[src/rtl/op_stat_pkg.sv]
package op_stat_pkg;
  typedef enum logic {OP_PROG = 1'b0, OP_ERASE = 1'b1} op_kind_t;
endpackage

[src/rtl/rd_lead_det.sv]
module rd_lead_det (
  input  logic clk,
  input  logic rst_n,
  input  logic strobe,
  output logic lead
);
  logic strobe_q;
  logic strobe_d;

  always_comb strobe_d = strobe;

  always_ff @(posedge clk or negedge rst_n) begin
    if (!rst_n) strobe_q <= 1'b0;
    else        strobe_q <= strobe_d;
  end

  assign lead = strobe & ~strobe_q;

  a_r4_single_lead: assert property (@(posedge clk) disable iff (!rst_n)
    lead |=> !lead);
endmodule

[src/rtl/tog_track.sv]
module tog_track (
  input  logic clk,
  input  logic rst_n,
  input  logic clr,
  input  logic adv,
  output logic tog_q,
  output logic tog_nxt
);
  logic tog_d;

  assign tog_nxt = ~tog_q;

  always_comb begin
    tog_d = tog_q;
    if (clr)      tog_d = 1'b0;
    else if (adv) tog_d = tog_nxt;
  end

  always_ff @(posedge clk or negedge rst_n) begin
    if (!rst_n) tog_q <= 1'b0;
    else        tog_q <= tog_d;
  end

  a_r9_clear_on_start: assert property (@(posedge clk) disable iff (!rst_n)
    clr |=> !tog_q);
  a_r4_hold_without_read: assert property (@(posedge clk) disable iff (!rst_n)
    (!clr && !adv) |=> $stable(tog_q));
endmodule

[src/rtl/poll_calc.sv]
module poll_calc
  import op_stat_pkg::*;
(
  input  logic     clk,
  input  logic     rst_n,
  input  logic     load,
  input  logic     wr_bit,
  input  logic     is_erase,
  output logic     poll_bit,
  output op_kind_t kind_q
);
  logic     wbit_q, wbit_d;
  op_kind_t kind_d;

  always_comb begin
    wbit_d = wbit_q;
    kind_d = kind_q;
    if (load) begin
      wbit_d = wr_bit;
      kind_d = is_erase ? OP_ERASE : OP_PROG;
    end
  end

  always_ff @(posedge clk or negedge rst_n) begin
    if (!rst_n) begin
      wbit_q <= 1'b0;
      kind_q <= OP_PROG;
    end else begin
      wbit_q <= wbit_d;
      kind_q <= kind_d;
    end
  end

  assign poll_bit = (kind_q == OP_ERASE) ? 1'b0 : ~wbit_q;

  a_r11_latched_bit: assert property (@(posedge clk) disable iff (!rst_n)
    !load |=> $stable(wbit_q));
endmodule

[src/rtl/busy_status_rd.sv]
module busy_status_rd
  import op_stat_pkg::*;
#(
  parameter int DATA_W   = 8,
  parameter int POLL_BIT = 7,
  parameter int TOG_BIT  = 6
) (
  input  logic              clk,
  input  logic              rst_n,
  input  logic              busy,
  input  logic              op_start,
  input  logic              op_is_erase,
  input  logic [DATA_W-1:0] wr_data,
  input  logic              rd_strobe,
  input  logic [DATA_W-1:0] array_data,
  output logic [DATA_W-1:0] rd_data
);
  localparam logic [DATA_W-1:0] FLAG_MASK =
    (DATA_W'(1) << POLL_BIT) | (DATA_W'(1) << TOG_BIT);
  localparam logic [DATA_W-1:0] REST_MASK = ~FLAG_MASK;

  logic              lead;
  logic              armed_q, armed_d;
  logic              override;
  logic              tog_q, tog_nxt;
  logic              poll_bit;
  op_kind_t          kind_q;
  logic [DATA_W-1:0] byte_d;
  logic [DATA_W-1:0] rd_d;

  rd_lead_det u_lead (
    .clk    (clk),
    .rst_n  (rst_n),
    .strobe (rd_strobe),
    .lead   (lead)
  );

  // Flags are valid only once the second command strobe has completed.
  always_comb armed_d = op_start | (armed_q & busy);
  assign override = armed_q & busy;

  tog_track u_tog (
    .clk     (clk),
    .rst_n   (rst_n),
    .clr     (op_start),
    .adv     (lead & override & ~op_start),
    .tog_q   (tog_q),
    .tog_nxt (tog_nxt)
  );

  poll_calc u_poll (
    .clk      (clk),
    .rst_n    (rst_n),
    .load     (op_start),
    .wr_bit   (wr_data[POLL_BIT]),
    .is_erase (op_is_erase),
    .poll_bit (poll_bit),
    .kind_q   (kind_q)
  );

  always_comb begin
    byte_d = '0;
    if (override) begin
      byte_d[POLL_BIT] = poll_bit;
      byte_d[TOG_BIT]  = tog_nxt;
    end else begin
      byte_d = array_data;
    end
  end

  always_comb begin
    rd_d = rd_data;
    if (lead) rd_d = byte_d;
  end

  always_ff @(posedge clk or negedge rst_n) begin
    if (!rst_n) begin
      armed_q <= 1'b0;
      rd_data <= '0;
    end else begin
      armed_q <= armed_d;
      rd_data <= rd_d;
    end
  end

  a_r4_hold_between_reads: assert property (@(posedge clk) disable iff (!rst_n)
    !lead |=> $stable(rd_data));
  a_r2_pass_through: assert property (@(posedge clk) disable iff (!rst_n)
    (lead && !override) |=> rd_data == $past(array_data));
  a_r7_rest_zero: assert property (@(posedge clk) disable iff (!rst_n)
    (lead && override) |=> (rd_data & REST_MASK) == '0);
  a_r6_erase_poll_low: assert property (@(posedge clk) disable iff (!rst_n)
    (lead && override && kind_q == OP_ERASE) |=> !rd_data[POLL_BIT]);
  a_r10_unarmed_busy: assert property (@(posedge clk) disable iff (!rst_n)
    (lead && busy && !armed_q) |=> rd_data == $past(array_data));
endmodule

[config.mk]
export PLATFORM = sky130hd
export DESIGN_NAME = busy_status_rd
export DESIGN_NICKNAME = d
export VERILOG_FILES = /design/src/rtl/op_stat_pkg.sv /design/src/rtl/rd_lead_det.sv /design/src/rtl/tog_track.sv /design/src/rtl/poll_calc.sv /design/src/rtl/busy_status_rd.sv
export SDC_FILE = /design/constraint.sdc
export NUM_CORES = 1
export LEC_CHECK = 0
export ABC_AREA = 1
export CORE_MARGIN = 2
export CORE_UTILIZATION = 39
export DETAILED_ROUTE_END_ITERATION = 7
export GPL_TIMING_DRIVEN = 0
export HOLD_SLACK_MARGIN = 0.08
export PLACE_DENSITY = 0.81
export REMOVE_ABC_BUFFERS = 1
export SYNTH_ARGS = -nofsm -noshare
export SYNTH_HDL_FRONTEND = slang
export SYNTH_SLANG_ARGS = --single-unit
[constraint.sdc]
create_clock -name clk -period 1.45 [get_ports clk]
set_input_delay 0.2175 -clock clk [delete_from_list [all_inputs] [get_ports clk]]
set_output_delay 0.2175 -clock clk [all_outputs]
set_load 0.005 [all_outputs]
==> results of run 1 <==
-- metal layers --
| metal | share of wire | vias up | global-route usage |
|---|---|---|---|
| met1 | 0.46 | 202 | 0.148 |
| met2 | 0.45 | 22 | 0.194 |
| met5 | 0 | - | 0 |
| met3 | 0.078 | 2 | 0.0348 |
| li1 | - | 240 | - |
| met4 | 0.014 | 0 | 0.0774 |
-- cell families after synthesis --
group           count (synthesis)  synth area share
simple gates                   36             0.273
compound gates                  6            0.0614
flops                          13             0.591
buf+inv                         7            0.0750
-- sequential cells by signal (all words and copies together), names as in the netlist --
register and cells:
armed_q 1, rd_data 8, u_lead.strobe_q 1, u_poll.kind_q 1, u_poll.wbit_q 1, u_tog.tog_q 1
-- per-stage QoR --
stage	hold slack, ns	total power [mW]	util	area [sq um]
floorplan	-0.0781	0.483	-	528
global placement	0.456	0.596	0.582	767
detailed placement	0.465	0.600	0.582	767
CTS	0.319	0.826	0.602	793
global route	0.349	0.858	0.602	793
finish	0.301	0.814	0.602	793
-- final cells by class --
type                       instances  area, sq um  share of cell area
sequential                        13          325               0.410
timing repair buffer              22          220               0.278
multi-input combinational         42          184               0.232
inverter                           5         18.8              0.0237
clock buffer                       4         26.3              0.0331
tap                               15         18.8              0.0237
-- path summary, 6_finish.rpt --
path | slack (ns) | startpoint | endpoint
min reg2reg | 0.48 | u_poll.kind_q | u_poll.kind_q
max | 0.1 | rd_data[6] | rd_data[6]
min in group clk | 0.46 | rd_strobe | u_lead.strobe_q
max reg2reg | 0.44 | u_lead.strobe_q | u_tog.tog_q
min | 0.30 | rst_n | u_tog.tog_q
max in group asynchronous | 0.78 | rst_n | rd_data[3]
-- synth_stat cells (all sizes together) --
cell type	count
nand2	27
dfrtp	13
buf	2
o21ai	6
nand3	6
inv	5
nor2	3
-- power breakdown --
group | switching, mW | internal (mW) | leakage (nW)
Sequential | 0.0191 | 0.401 | 0.162
Combinational | 0.0648 | 0.105 | 0.203
Clock | 0.117 | 0.107 | 0.0150
==> results.json, run 1 <==
{
  "hold_viol": 0,
  "place_congestion": 0.789,
  "yosysWarnings": 0,
  "slowest_stage": "clkdlybuf4s50_1",
  "cts_setup_buffers": 0,
  "grt_usage": 0.124,
  "synth_area_leader_cell": "dfrtp_1",
  "post-route-period-util": 0.933,
  "fillCellCount": 113,
  "synth_cell_types": 11,
  "diodes": 0,
  "layout_common_cells": "nand2_1 (25), clkdlybuf4s50_1 (22), dfrtp_1 (13), nand3_1 (6), inv_1 (5)",
  "grt_pass1_wl_microns": 1650,
  "clk_pin_slew_ns": 0.08,
  "critical_path.cell_chain": "clkdlybuf4s50_1",
  "grt_pass1_vias": 407,
  "synth-seq-cells": 13,
  "worstSetupPathType": "reg2out",
  "cts_max_level": 1,
  "cts_hold_buf": 0,
  "arrival_ns": 1.14,
  "first_pass_iters": 4,
  "worst-path-stages": 1,
  "cp.required_ns": 1.23,
  "numCtsBuffers": 3,
  "wirelength_microns": 981,
  "mostFrequentLayoutCell": "nand2_1",
  "place_ws_ns": 0.104,
  "relSlewSlack": 0.623,
  "ant_nets": 0,
  "power_density_nw_per_um2": 1030,
  "crit_path_end_kind": "output pin",
  "finalNonFillerCells": 101,
  "syn_area_sq_um": 551,
  "final_max_slew_viol_count": 0,
  "synthTopCellsByArea": "dfrtp_1 (59%), nand2_1 (17%), nand3_1 (5.5%), buf_6 (4.1%), inv_1 (3.4%)",
  "drive_gt1_frac": 0.0814,
  "tightestPinTransition_ns": 0.563,
  "synth.avg_cell_area_sq_um": 8.88,
  "cts_root_buf": "clkbuf_4",
  "grt_max_degree": 16,
  "max-vdd-ir-drop_mv": 0.505,
  "clock_latency_ns": 0.27,
  "start_util": 0.418,
  "antenna_found_initial": 0,
  "core_region_area_sq_um": 1320,
  "critPathLaunchType": "flop",
  "rows": 13,
  "routedWlPerCell_microns": 9.71,
  "clockBufferDepth": 2,
  "dieWidth_microns": 41.6,
  "slowest_delay_ns": 0.50,
  "min_path_type": "in2async",
  "skew_ns": 0.000587,
  "min_period_ns": 1.35,
  "setup_viol_count_final": 0,
  "drtIter0Drc": 9,
  "dp.cells": 97,
  "tns_ns": 0,
  "clock_sinks": 13,
  "cp_num_buf_inv": 1,
  "die_area_sq_um": 1730,
  "layout_setup_ws_ns": 0.0975,
  "area_delta_synth_final_pct": 44.1,
  "tritoncts": "built",
  "max_freq_mhz": 739,
  "path_delay_family": "buffers and inverters",
  "outcome": "finished clean",
  "post_cts_resized": 0,
  "die_h_microns": 41.6,
  "ys_seq_area_frac": 0.591,
  "num_vias": 466,
  "reg2reg_depth": 5,
  "ioPinCount": 30,
  "drc_errors": 0,
  "synth_cells": 62,
  "rsz0062_at_grt": "false",
  "port_buffers": 22,
  "nNetsFinal": 109,
  "static-leakage-power_nw": 0.380,
  "cap_viol_max_count": 0,
  "crit_fanout": 2,
  "yosysTopAreaCellShare": 0.591,
  "vias_per_cell": 4.61,
  "hpwl_microns": 726,
  "grt_overflow": 0
}
No activity file was read; power rests on OpenSTA's default activity.
==> run 2: changes to the inputs <==
--- a/config.mk
+++ b/config.mk
@@ -5,13 +5,15 @@
 export SDC_FILE = /design/constraint.sdc
 export NUM_CORES = 1
 export LEC_CHECK = 0
-export ABC_AREA = 1
-export CORE_MARGIN = 2
-export CORE_UTILIZATION = 39
+export CELL_PAD_IN_SITES_DETAIL_PLACEMENT = 0
+export CELL_PAD_IN_SITES_GLOBAL_PLACEMENT = 1
+export CORE_AREA = 2 2 39 41
 export DETAILED_ROUTE_END_ITERATION = 7
+export DIE_AREA = 0 0 41 43
+export DONT_BUFFER_PORTS = 1
 export GPL_TIMING_DRIVEN = 0
 export HOLD_SLACK_MARGIN = 0.08
-export PLACE_DENSITY = 0.81
+export PLACE_DENSITY_LB_ADDON = 0.1
 export REMOVE_ABC_BUFFERS = 1
 export SYNTH_ARGS = -nofsm -noshare
 export SYNTH_HDL_FRONTEND = slang
==> run 2 against run 1 <==
  * Non-clock buffer count shrank 14
  * Total power down 11%
  * Combinational power fell by 54%
  * Register-to-register slack got worse by 0.29 ns
  * Clock-buffer cell count unchanged
  * Clock skew up 0.0090 ns
  * Synthesized area shrank 11%
  * Core utilization shrank 16 points
  * Global-route usage rose by 0.84 points
  * Via count shrank 30%
  * Highest routed layer is now met3
==> results.json, run 2 <==
{
  "ys.flop_type": "dfrtp_1",
  "grt_max_degree": 14,
  "rows": 14,
  "drc_errors": 0,
  "die_h_microns": 43,
  "layout_common_cells": "dfrtp_1 (13), dlygate4sd3_1 (8), a22o_1 (6)",
  "skew_ns": 0.00955,
  "place_congestion": 0.599,
  "cts_setup_buffers": 0,
  "num_vias": 328,
  "post-route-util": 0.444,
  "area_delta_synth_final_pct": 25.9,
  "dieWidth_microns": 41,
  "wirelength_microns": 944,
  "numCtsBuffers": 3,
  "grt_pass1_wl_microns": 1490,
  "fillCellCount": 121,
  "antenna_found_initial": 0,
  "crit_path_end_kind": "flop",
  "critPathLaunchType": "flop",
  "outcome": "finished clean",
  "ys_seq_area_frac": 0.667,
  "syn_area_sq_um": 488,
  "die_area_sq_um": 1760,
  "hold_viol": 0,
  "arrival_ns": 1.51,
  "synth_cells": 37,
  "drtIter0Drc": 1,
  "core_region_area_sq_um": 1380,
  "relSlewSlack": 0.634,
  "tightestPinTransition_ns": 0.548,
  "vias_per_cell": 5.13,
  "ant_nets": 0,
  "clockBufferDepth": 2,
  "yosysWarnings": 0,
  "final_max_slew_viol_count": 0,
  "mostFrequentLayoutCell": "dfrtp_1",
  "min_path_type": "in2reg",
  "worstSetupPathType": "reg2reg",
  "ioPinCount": 30,
  "routedWlPerCell_microns": 14.8,
  "static-leakage-power_nw": 0.278,
  "cp.required_ns": 1.66,
  "cap_viol_max_count": 0,
  "port_buffers": 0,
  "rsz0062_at_grt": "false",
  "synth_edf_count": 0,
  "tns_ns": 0,
  "min_period_ns": 1.30,
  "clock_latency_ns": 0.28,
  "nNetsFinal": 71,
  "synth.avg_cell_area_sq_um": 13.2,
  "grt_pass1_vias": 331,
  "clk_pin_slew_ns": 0.08,
  "synthTopCellsByCount": "dfrtp_1 (13), a22o_1 (6), nand2_1 (3), o21ai_0 (3)",
  "drive_gt1_frac": 0.125,
  "max-vdd-ir-drop_mv": 0.568,
  "grt_overflow": 0,
  "synth-seq-cells": 13,
  "cts_max_level": 1,
  "layout_setup_ws_ns": 0.152,
  "clock_sinks": 13,
  "largest_reg_flops": 8,
  "synth_cell_types": 13,
  "first_pass_iters": 2,
  "start_util": 0.353,
  "cts_root_buf": "clkbuf_4",
  "max_freq_mhz": 770,
  "diodes": 0,
  "yosysMostFrequentCell": "dfrtp_1",
  "tritoncts": "built",
  "post-route-period-util": 0.895,
  "crit_fanout": 13,
  "place_ws_ns": 0.0344,
  "setup_viol_count_final": 0,
  "power_density_nw_per_um2": 1180,
  "postSynth.asyncResetShare": 1.00,
  "grt_usage": 0.132,
  "synthTopCellsByArea": "dfrtp_1 (67%), a22o_1 (11%), mux2_2 (4.6%), mux2i_1 (4.1%), o21ai_0 (3.1%)",
  "yosysTopAreaCellShare": 0.667,
  "synth_area_leader_cell": "dfrtp_1",
  "top_register": "rd_data"
}
==> run 2: cell types whose count changed after synthesis, moves of 3 or more <==
cell,change
nand3_1,-6
inv_1,-4
o21ai_1,-3
a22o_1,+6
nand2_1,-22
==> run 2: cells by family (layout without fill, tap and decap cells) <==
kind of cell | after synthesis | after routing | synth area share
DFF | 13 | 13 | 0.667
AOI/OAI and AO/OA | 11 | 11 | 0.159
and+or+nand+nor | 7 | 7 | 0.0718
muxes | 4 | 4 | 0.0872
buffers and inverters | 2 | 13 | 0.0154
==> run 2: path summary, 6_finish.rpt <==
kind,from,cells past startpoint,slack [ns],end
min in group asynchronous,rst_n,1,0.36,rd_data[4]
max in group asynchronous,rst_n,1,0.72,u_poll.kind_q
worst max register to register,u_lead.strobe_q,3,0.15,u_tog.tog_q
worst min-delay path,array_data[3],1,0.09,rd_data[3]
worst min register to register,u_poll.kind_q,1,0.51,u_poll.kind_q
worst max-delay path,u_lead.strobe_q,3,0.15,u_tog.tog_q
==> run 2: routing by layer <==
metal,routed length (microns),global-route usage,vias up,part of all wire
met3,106,0.110,0,0.11
met5,0,0,-,0
li1,-,-,153,-
met1,352,0.158,158,0.37
met2,485,0.175,17,0.51
met4,0,0.0400,0,0
==> run 2: power breakdown <==
part           internal [mW]  total, mW  switching, mW
sequential             0.401      0.429         0.0278
clock                  0.107      0.218          0.111
combinational         0.0455     0.0776         0.0321
==> run 2: area by class of cell <==
cell class / instances / area (sq um) / share of cell area
clock buffers: 4 / 26.3 / 0.0428
inverters: 1 / 3.75 / 0.00611
multi-input cells: 22 / 159 / 0.259
flip-flops and latches: 13 / 325 / 0.530
well taps: 16 / 20.0 / 0.0326
repair buffers: 8 / 80.1 / 0.130
==> run 2: through the flow <==
step / area (sq um) / hold slack (ns) / power (mW) / instances
2_1_floorplan: 484 / -0.0781 / 0.475 / 36
3_3_place_gp: 504 / -0.0778 / 0.486 / 52
3_5_place_dp: 504 / -0.0778 / 0.491 / 52
4_1_cts: 601 / 0.0808 / 0.733 / 63
5_1_grt: 614 / 0.0808 / 0.770 / 64
6_report: 614 / 0.0856 / 0.724 / 64
==> run 2: worst max-delay path, stage by stage (launching register included) <==
cell      delay [ns]
dfrtp_1         0.35
nand2b_1        0.34
or3_1           0.40
a21oi_1         0.15
==> run 2: repair_timing <==
| action | CTS | global route |
|---|---|---|
| endpoints found under the hold margin | 20 | 1 |
| endpoints found under the setup margin | 0 | 6 |
| hold buffers | 7 | 1 |
| gates resized for setup | 0 | 1 |
==> run 3: changes to the inputs <==
--- a/config.mk
+++ b/config.mk
@@ -5,11 +5,11 @@
 export SDC_FILE = /design/constraint.sdc
 export NUM_CORES = 1
 export LEC_CHECK = 0
+export ABC_AREA = 1
 export CELL_PAD_IN_SITES_DETAIL_PLACEMENT = 0
 export CELL_PAD_IN_SITES_GLOBAL_PLACEMENT = 1
-export CORE_AREA = 2 2 39 41
+export CORE_UTILIZATION = 42
 export DETAILED_ROUTE_END_ITERATION = 7
-export DIE_AREA = 0 0 41 43
 export DONT_BUFFER_PORTS = 1
 export GPL_TIMING_DRIVEN = 0
 export HOLD_SLACK_MARGIN = 0.08
==> run 3 against run 2 <==
  * Maximum frequency increased by 4.2%
  * Setup slack improved by 0.053 ns
  * Largest power group unchanged
  * Worst hold slack improved by 0.0012 ns
==> results.json, run 3 (synthesized netlist as in run 1, its figures left out) <==
{
  "fillCellCount": 113,
  "clock_latency_ns": 0.27,
  "cts_max_level": 1,
  "max-vdd-ir-drop_mv": 0.404,
  "critPathLaunchType": "primary input",
  "drive_gt1_frac": 0.0959,
  "drtIter0Drc": 9,
  "final_max_slew_viol_count": 0,
  "skew_ns": 0.00206,
  "grt_pass1_vias": 403,
  "mostFrequentLayoutCell": "nand2_1",
  "num_vias": 426,
  "clockBufferDepth": 2,
  "dieWidth_microns": 38.2,
  "relSlewSlack": 0.615,
  "crit_fanout": 2,
  "min_path_type": "in2reg",
  "start_util": 0.476,
  "ant_nets": 0,
  "clock_sinks": 13,
  "min-delay-start": "array_data[1]",
  "ioPinCount": 30,
  "setup_viol_count_final": 0,
  "clk_pin_slew_ns": 0.08,
  "core_region_area_sq_um": 1160,
  "port_buffers": 0,
  "slowest_stage": "dlygate4sd3_1",
  "first_pass_iters": 4,
  "worstSetupPathType": "in2reg",
  "grt_pass1_wl_microns": 1650,
  "static-leakage-power_nw": 0.331,
  "power_density_nw_per_um2": 1120,
  "cap_viol_max_count": 0,
  "grt_overflow": 0,
  "arrival_ns": 1.41,
  "cts_root_buf": "clkbuf_4",
  "wirelength_microns": 1060,
  "antenna_found_initial": 0,
  "r2r_start": "u_lead.strobe_q",
  "crit_path_end_kind": "flop",
  "path_delay_family": "buffers and inverters",
  "die_area_sq_um": 1460,
  "post-route-cell-area_sq_um": 662,
  "layout_common_cells": "nand2_1 (25), dfrtp_1 (13), dlygate4sd3_1 (9), nand3_1 (6), inv_1 (5)",
  "tightestPinTransition_ns": 0.576,
  "cp-startpoint": "op_start",
  "place_area_sq_um": 546,
  "top_register": "rd_data",
  "post-route-period-util": 0.859,
  "vias_per_cell": 4.90,
  "tns_ns": 0,
  "cts_setup_buffers": 0,
  "min_period_ns": 1.25,
  "numCtsBuffers": 3,
  "slowest_delay_ns": 0.55,
  "critical_path.cell_chain": "dlygate4sd3_1 -> nand2_1 -> dlygate4sd3_1 -> nand2_1",
  "rows": 12,
  "cp.required_ns": 1.62,
  "grt_usage": 0.177,
  "area_delta_synth_final_pct": 20.2,
  "outcome": "finished clean",
  "diodes": 0,
  "grt_max_degree": 16,
  "tritoncts": "built",
  "drc_errors": 0,
  "hold_viol": 0,
  "max_freq_mhz": 803,
  "nNetsFinal": 96,
  "die_h_microns": 38.2,
  "largest_reg_flops": 8,
  "cp_num_buf_inv": 2,
  "routedWlPerCell_microns": 12.2,
  "place_congestion": 0.645,
  "rsz0062_at_grt": "false"
}
[run 3: cell count changes in the layout (fill, tap and decap cells not counted), moves of 2 or more]
cell and change:
inv_1 +4, a22o_1 -6, nand2_2 +2, mux2i_1 -2, o21ai_1 +3, nand3_1 +6, mux2_2 -2, nand2_1 +22
[run 3: power breakdown]
group          leakage [nW]  internal [mW]  switching, mW
clock                0.0150          0.106          0.117
sequential            0.162          0.401         0.0269
combinational         0.155         0.0407         0.0482
total                 0.331          0.548          0.192
[run 3: what timing repair did]
action / in CTS / in global routing
gates resized for setup: 0 / 0
hold buffers: 8 / 1
endpoints found under the hold margin: 19 / 1
[run 3: cell type report]
type / instances / area [sq um] / share of cell area
multi-input combinational: 42 / 184 / 0.278
tap: 14 / 17.5 / 0.0265
clock buffer: 4 / 26.3 / 0.0397
sequential: 13 / 325 / 0.491
inverter: 5 / 18.8 / 0.0284
timing repair buffer: 9 / 90.1 / 0.136
[run 3: final timing paths]
kind                                    to  slack (ns)  depth (start not counted)
setup / recovery             u_poll.kind_q        0.20                          4
hold / removal                  rd_data[1]        0.09                          2
setup reg to reg               u_tog.tog_q        0.44                          5
hold reg to reg              u_poll.wbit_q        0.48                          2
max in group asynchronous    u_poll.kind_q        0.70                          1
min in group asynchronous  u_lead.strobe_q        0.38                          1
[run 3: stage by stage]
stage	cells	setup slack, ns	hold WS (ns)	power, mW	utilization
3_3_place_gp	74	0.456	-0.0778	0.496	0.472
4_1_cts	86	0.214	0.0819	0.749	0.564
2_1_floorplan	60	0.568	-0.0781	0.483	-
5_1_grt	87	0.169	0.0868	0.788	0.573
6_report	87	0.205	0.0868	0.741	0.573
3_5_place_dp	74	0.456	-0.0778	0.501	0.472
[run 3: metal layers]
| metal | track usage | routed length, microns | part of all wire | vias up |
|---|---|---|---|---|
| li1 | - | - | - | 215 |
| met1 | 0.184 | 423 | 0.40 | 193 |
| met2 | 0.305 | 552 | 0.52 | 16 |
| met3 | 0.0407 | 74 | 0.070 | 2 |
| met4 | 0.134 | 13 | 0.012 | 0 |
| met5 | 0 | 0 | 0 | - |
